==> config.mk <==
export PLATFORM = sky130hd
export DESIGN_NAME = pic_cmd_front
export DESIGN_NICKNAME = d
export VERILOG_FILES = /design/src/rtl/pic_front_pkg.sv /design/src/rtl/pic_icw_seq.sv /design/src/rtl/pic_isr_eoi.sv /design/src/rtl/pic_cmd_front.sv
export SDC_FILE = /design/constraint.sdc
export NUM_CORES = 1
export LEC_CHECK = 0
export BUFFER_PORTS_ARGS = -buffer_cell sky130_fd_sc_hd__buf_2
export CORE_UTILIZATION = 48
export CTS_CLUSTER_SIZE = 25
export DETAILED_ROUTE_END_ITERATION = 10
export PLACE_DENSITY = 0.85
export SYNTH_ARGS = -nofsm -noshare
export SYNTH_HDL_FRONTEND = slang
export SYNTH_SLANG_ARGS = --single-unit
export TNS_END_PERCENT = 5
==> constraint.sdc <==
create_clock -name clk_i -period 1.8 [get_ports clk_i]
set_input_delay 0 -clock clk_i [delete_from_list [all_inputs] [get_ports clk_i]]
set_output_delay 0 -clock clk_i [all_outputs]
set_load 0.03 [all_outputs]
==> src/rtl/pic_front_pkg.sv <==
package pic_front_pkg;
  typedef enum logic [2:0] {
    ST_UNINIT,
    ST_BASE,
    ST_CASC,
    ST_MODE,
    ST_READY
  } seq_st_e;

  localparam int unsigned SETUP_BIT  = 4;
  localparam int unsigned OCW3_BIT   = 3;
  localparam logic [2:0]  EOI_NS_CODE = 3'b001;
endpackage

==> src/rtl/pic_icw_seq.sv <==
module pic_icw_seq
  import pic_front_pkg::*;
#(
  parameter int unsigned DATA_W = 8,
  parameter int unsigned BASE_LSB = 3
) (
  input  logic              clk_i,
  input  logic              rst_ni,
  input  logic              setup_wr_i,
  input  logic              data_wr_i,
  input  logic [DATA_W-1:0] wdata_i,
  output logic [DATA_W-1:0] vec_base_o,
  output logic [DATA_W-1:0] cascade_o,
  output logic [DATA_W-1:0] mode_o,
  output logic [DATA_W-1:0] mask_o,
  output logic              single_o,
  output logic              init_done_o
);
  seq_st_e st_q, st_d;
  logic    need_mode_q;

  always_comb begin
    st_d = st_q;
    if (setup_wr_i) begin
      st_d = ST_BASE;
    end else if (data_wr_i) begin
      unique case (st_q)
        ST_BASE: st_d = !single_o ? ST_CASC : (need_mode_q ? ST_MODE : ST_READY);
        ST_CASC: st_d = need_mode_q ? ST_MODE : ST_READY;
        ST_MODE: st_d = ST_READY;
        default: st_d = st_q;
      endcase
    end
  end

  always_ff @(posedge clk_i or negedge rst_ni) begin
    if (!rst_ni) begin
      st_q        <= ST_UNINIT;
      need_mode_q <= 1'b0;
      single_o    <= 1'b0;
      vec_base_o  <= '0;
      cascade_o   <= '0;
      mode_o      <= '0;
      mask_o      <= '1;
    end else begin
      st_q <= st_d;
      if (setup_wr_i) begin
        need_mode_q <= wdata_i[0];
        single_o    <= wdata_i[1];
        cascade_o   <= '0;
        mode_o      <= '0;
        mask_o      <= '0;
      end else if (data_wr_i) begin
        unique case (st_q)
          ST_BASE:  vec_base_o <= {wdata_i[DATA_W-1:BASE_LSB], {BASE_LSB{1'b0}}};
          ST_CASC:  cascade_o  <= wdata_i;
          ST_MODE:  mode_o     <= wdata_i;
          ST_READY: mask_o     <= wdata_i;
          default:  ;
        endcase
      end
    end
  end

  assign init_done_o = (st_q == ST_READY);


  setup_clears_mask_chk: assert property (@(posedge clk_i) disable iff (!rst_ni)
    setup_wr_i |=> (mask_o == '0) && !init_done_o);

  mask_wr_keeps_base_chk: assert property (@(posedge clk_i) disable iff (!rst_ni)
    (init_done_o && data_wr_i && !setup_wr_i) |=> $stable(vec_base_o) && $stable(mode_o));

  pre_init_mask_hold_chk: assert property (@(posedge clk_i) disable iff (!rst_ni)
    (st_q == ST_UNINIT && !setup_wr_i) |=> $stable(mask_o));

  single_no_casc_chk: assert property (@(posedge clk_i) disable iff (!rst_ni)
    (single_o && !setup_wr_i) |=> $stable(cascade_o));
endmodule

==> src/rtl/pic_isr_eoi.sv <==
module pic_isr_eoi #(
  parameter int unsigned NUM_IRQ = 8
) (
  input  logic               clk_i,
  input  logic               rst_ni,
  input  logic               eoi_i,
  input  logic [NUM_IRQ-1:0] set_i,
  output logic [NUM_IRQ-1:0] isr_o
);
  localparam logic [NUM_IRQ-1:0] ONE = NUM_IRQ'(1);

  logic [NUM_IRQ-1:0] cleared;

  // Drop lowest set bit: input 0 wins
  assign cleared = eoi_i ? (isr_o & (isr_o - ONE)) : isr_o;

  always_ff @(posedge clk_i or negedge rst_ni) begin
    if (!rst_ni) isr_o <= '0;
    else         isr_o <= cleared | set_i;
  end


  eoi_one_bit_chk: assert property (@(posedge clk_i) disable iff (!rst_ni)
    (eoi_i && set_i == '0) |=>
      ($countones(isr_o) + int'(|$past(isr_o)) == $countones($past(isr_o))));

  isr_hold_chk: assert property (@(posedge clk_i) disable iff (!rst_ni)
    !eoi_i |=> ((isr_o & $past(isr_o)) == $past(isr_o)));
endmodule

==> src/rtl/pic_cmd_front.sv <==
module pic_cmd_front
  import pic_front_pkg::*;
#(
  parameter int unsigned DATA_W = 8
) (
  input  logic              clk_i,
  input  logic              rst_ni,
  input  logic              wr_i,
  input  logic              rd_i,
  input  logic              sel_data_i,
  input  logic [DATA_W-1:0] wdata_i,
  output logic [DATA_W-1:0] rdata_o,
  input  logic [DATA_W-1:0] isr_set_i,
  output logic [DATA_W-1:0] vec_base_o,
  output logic [DATA_W-1:0] cascade_o,
  output logic [DATA_W-1:0] mode_o,
  output logic [DATA_W-1:0] mask_o,
  output logic [DATA_W-1:0] isr_o,
  output logic              single_o,
  output logic              init_done_o
);
  localparam int unsigned NUM_IRQ  = DATA_W;
  localparam int unsigned BASE_LSB = $clog2(NUM_IRQ);

  logic ctrl_wr, data_wr, setup_wr, eoi_ns;

  assign ctrl_wr  = wr_i && !sel_data_i;
  assign data_wr  = wr_i && sel_data_i;
  assign setup_wr = ctrl_wr && wdata_i[SETUP_BIT];
  assign eoi_ns   = ctrl_wr && init_done_o && !wdata_i[SETUP_BIT] && !wdata_i[OCW3_BIT]
                    && (wdata_i[DATA_W-1:DATA_W-3] == EOI_NS_CODE);

  pic_icw_seq #(.DATA_W(DATA_W), .BASE_LSB(BASE_LSB)) u_seq (
    .clk_i      (clk_i),
    .rst_ni     (rst_ni),
    .setup_wr_i (setup_wr),
    .data_wr_i  (data_wr),
    .wdata_i    (wdata_i),
    .vec_base_o (vec_base_o),
    .cascade_o  (cascade_o),
    .mode_o     (mode_o),
    .mask_o     (mask_o),
    .single_o   (single_o),
    .init_done_o(init_done_o)
  );

  pic_isr_eoi #(.NUM_IRQ(NUM_IRQ)) u_isr (
    .clk_i (clk_i),
    .rst_ni(rst_ni),
    .eoi_i (eoi_ns),
    .set_i (isr_set_i),
    .isr_o (isr_o)
  );

  assign rdata_o = (rd_i && sel_data_i) ? mask_o : '0;


  eoi_pre_init_chk: assert property (@(posedge clk_i) disable iff (!rst_ni)
    (!init_done_o && isr_set_i == '0) |=> (isr_o == $past(isr_o)));
endmodule

==> flow_metrics.env <==
export IMPL_async_flop_share=1.00
export IMPL_track_usage=0.235
export IMPL_ys_types=34
export IMPL_synth_cells=183
export IMPL_fin_ws_ns=0.296
export IMPL_worstHoldPathType="in -> reg"
export IMPL_status="finished, final reports clean"
export IMPL_worstReg2RegEnd="u_seq.vec_base_o[3]$_DFFE_PN0P_"
export IMPL_dp_slack_ns=0.293
export IMPL_gr_total_overflow=0
export IMPL_cts_resized_gates=0
export IMPL_grtUsageMet3=0.0423
export IMPL_multi_input_area_um2=742
export IMPL_clock_skew_final_ns=0.00689
export IMPL_r2r_setup_slack_ns=0.30
export IMPL_die_h_um=64.7
export IMPL_yosysWarnings=0
export IMPL_cts_htree_levels=2
export IMPL_dp_hpwl_um=3100
export IMPL_cts_buffers=5
export IMPL_crit_fanout=7
export IMPL_slew_violations=0
export IMPL_crit_path_end_kind="flip-flop"
export IMPL_top_usage_layer="met2"
export IMPL_cp_endpoint="u_seq.vec_base_o[3]$_DFFE_PN0P_"
export IMPL_critPathRequiredTime_ns=1.98
export IMPL_fmax_ghz=0.665
export IMPL_fp_dieW_um=64.7
export IMPL_synth_seq_cells=42
export IMPL_drt_vias_per_instance=5.19
export IMPL_grt_max_degree=21
export IMPL_ys_seq_area_frac=0.562
export IMPL_drc_errors=0
export IMPL_post_synth_top_count_cell="nand2_1"
export IMPL_finalSetupViolCount=0
export IMPL_ff_latch_area_um2=1060
export IMPL_synth_avg_cell_area_um2=10.3
export IMPL_cts_tree="yes"
export IMPL_grt_pass1_wl_um=7200
export IMPL_ys_flop_type="dfrtp_1"
export IMPL_via_count=1624
export IMPL_tns_ns=0
export IMPL_irDropWorstVdd_mv=0.902
export IMPL_drt_wl_total_um=4360
export IMPL_postCtsSetupBuffers=0
export IMPL_synthTopCellsByCount="nand2_1 (43), dfrtp_1 (34), o21ai_0 (14)"
export IMPL_postRouteAntennaNets=0
export IMPL_core_area_um2=3720
export IMPL_rsz0062_at_grt="false"
export IMPL_dieArea_um2=4190
export IMPL_cts_sinks=42
export IMPL_grtUsageMet2=0.391
export IMPL_synth_top_cell_by_area="dfrtp_1"
export IMPL_drtIter0Drc=136
export IMPL_clock_latency_ns=0.30
export IMPL_p_per_area_nw_per_um2=1290
export IMPL_drive_gt1_frac=0.366
export IMPL_globalplace_congestion=0.785
export IMPL_rows=22
export IMPL_port_buffers=67
export IMPL_crit_arrival_ns=1.68
export IMPL_reg2reg_depth=4
export IMPL_ios=71
export IMPL_final_core_util=0.665
export IMPL_diodes=0
export IMPL_grtUsageMet1=0.295
export IMPL_synth_edf_count=0
export IMPL_antenna_found_initial=0
export IMPL_fillers=302
export IMPL_post_drt_wl_per_cell_um=13.9
export IMPL_synthesis_area_um2=1890
export IMPL_drv_cap=0
export IMPL_synth_area_leaders="dfrtp_1 (45%), dfstp_2 (11%), nand2_1 (8.5%), mux2i_1 (3.7%), o21ai_0 (3.7%)"
export IMPL_first_pass_iters=4
export IMPL_path_clk_slew_ns=0.07
export IMPL_power_leakage_uw=0.00121
export IMPL_hold_viol=0
export IMPL_root_buffer="clkbuf_8"
export IMPL_finalCritPeriodShare=0.836
export IMPL_synth_top_area_frac=0.451
export IMPL_area_delta_synth_final_pct=30.9
export IMPL_crit_type="reg -> reg"
export IMPL_fin_crit_ns=1.50
export IMPL_start_util=0.508
export IMPL_final_nets=285
export IMPL_startpoint_type="flip-flop"
export IMPL_crit_path_start="u_seq.st_q[2]$_DFFE_PN0P_"
export IMPL_grt_pass1_vias=1535
export IMPL_r2r_start="u_seq.st_q[2]$_DFFE_PN0P_"
export IMPL_clk_path_buf_depth=2
==> cells by family (layout without fill, tap and decap cells) <==
| kind of cell | Yosys count | after routing | share of synthesized area |
|---|---|---|---|
| and+or+nand+nor | 80 | 80 | 0.217 |
| DFF | 42 | 42 | 0.562 |
| AOI/OAI and AO/OA | 33 | 33 | 0.103 |
| buffers and inverters | 15 | 95 | 0.0490 |
| muxes | 12 | 12 | 0.0669 |
| other | 1 | 3 | 0.00199 |
==> repair_timing <==
| action | 4_1_cts | 5_1_grt |
|---|---|---|
| endpoints found under the hold margin | 58 | 0 |
| hold buffers | 14 | 0 |
| endpoints found under the setup margin | 0 | 0 |
==> sequential cells by signal, indices dropped and copies added, names as in the netlist <==
name / count
u_seq.mode_o: 8
u_seq.single_o: 1
u_seq.need_mode_q: 1
u_seq.st_q: 3
u_isr.isr_o: 8
u_seq.cascade_o: 8
u_seq.vec_base_o: 5
u_seq.mask_o: 8
==> cell usage in the layout (no fill, tap or decap), types with 2 or more instances in the layout <==
cell / Yosys / layout
nand3_1: 2 / 2
nor3_1: 3 / 3
conb_1: 1 / 3
dfrtp_1: 34 / 34
o21ai_1: 6 / 6
nor2_1: 9 / 9
nand2_1: 43 / 43
and3b_1: 3 / 3
mux2i_1: 7 / 7
clkbuf_8: 0 / 6
dlygate4sd3_1: 0 / 14
inv_1: 2 / 2
and3_1: 10 / 10
dfstp_2: 8 / 8
mux2_2: 5 / 5
buf_4: 4 / 4
buf_2: 5 / 67
nor3b_4: 2 / 2
o21ai_0: 14 / 14
o22a_1: 3 / 3
a21o_1: 3 / 3
a21oi_1: 3 / 3
==> how the worst min path moves through the flow <==
stage                          start                     endpoint  slack [ns]  cells after the start
after floorplan               rst_ni     u_isr.isr_o[0]$_DFF_PN0_       -0.30                      0
after global placement        rst_ni  u_seq.mask_o[6]$_DFFE_PN1P_        0.05                      1
after detailed placement      rst_ni  u_seq.mask_o[5]$_DFFE_PN1P_        0.06                      1
after CTS                 wdata_i[4]  u_seq.mask_o[4]$_DFFE_PN1P_       0.005                      3
after global routing      wdata_i[4]  u_seq.mode_o[4]$_DFFE_PN0P_        0.02                      3
final                     wdata_i[4]  u_seq.mask_o[4]$_DFFE_PN1P_       0.004                      3
==> layout make-up <==
type,count,share of cell area
inverters,2,0.00304
repair buffers,85,0.205
well taps,48,0.0243
flip-flops and latches,42,0.429
clock inverters,2,0.00506
multi-input cells,128,0.300
clock buffers,6,0.0334
==> worst max-delay path, cell delays in order, from the launching register on <==
cell     delay (ns)
dfrtp_1        0.39
and3b_1        0.32
nand2_1        0.09
nor2_2         0.23
mux2_2         0.37
==> where the power goes <==
group / internal [µW] / switching (µW) / total [µW] / leakage [µW]
registers: 1220 / 179 / 1400 / 0.000493
clock network: 308 / 313 / 621 / 0.0000472
logic: 383 / 779 / 1160 / 0.000666
total: 1910 / 1270 / 3180 / 0.00121
==> metal layers <==
metal	share of wire	vias up
met5	0	-
met4	0.024	0
met3	0.044	10
met2	0.51	55
met1	0.43	782
li1	-	777
==> per-stage QoR <==
stage / power, µW / instance area, µm² / cells / hold slack, ns
after global routing: 3370 / 2470 / 313 / 0.0176
after global placement: 2520 / 2240 / 291 / 0.0488
after detailed placement: 2560 / 2240 / 291 / 0.0609
after floorplan: 2210 / 1900 / 185 / -0.296
after CTS: 3200 / 2470 / 313 / 0.00463
final: 3180 / 2470 / 313 / 0.00443
(Power assumes the default switching activity.)
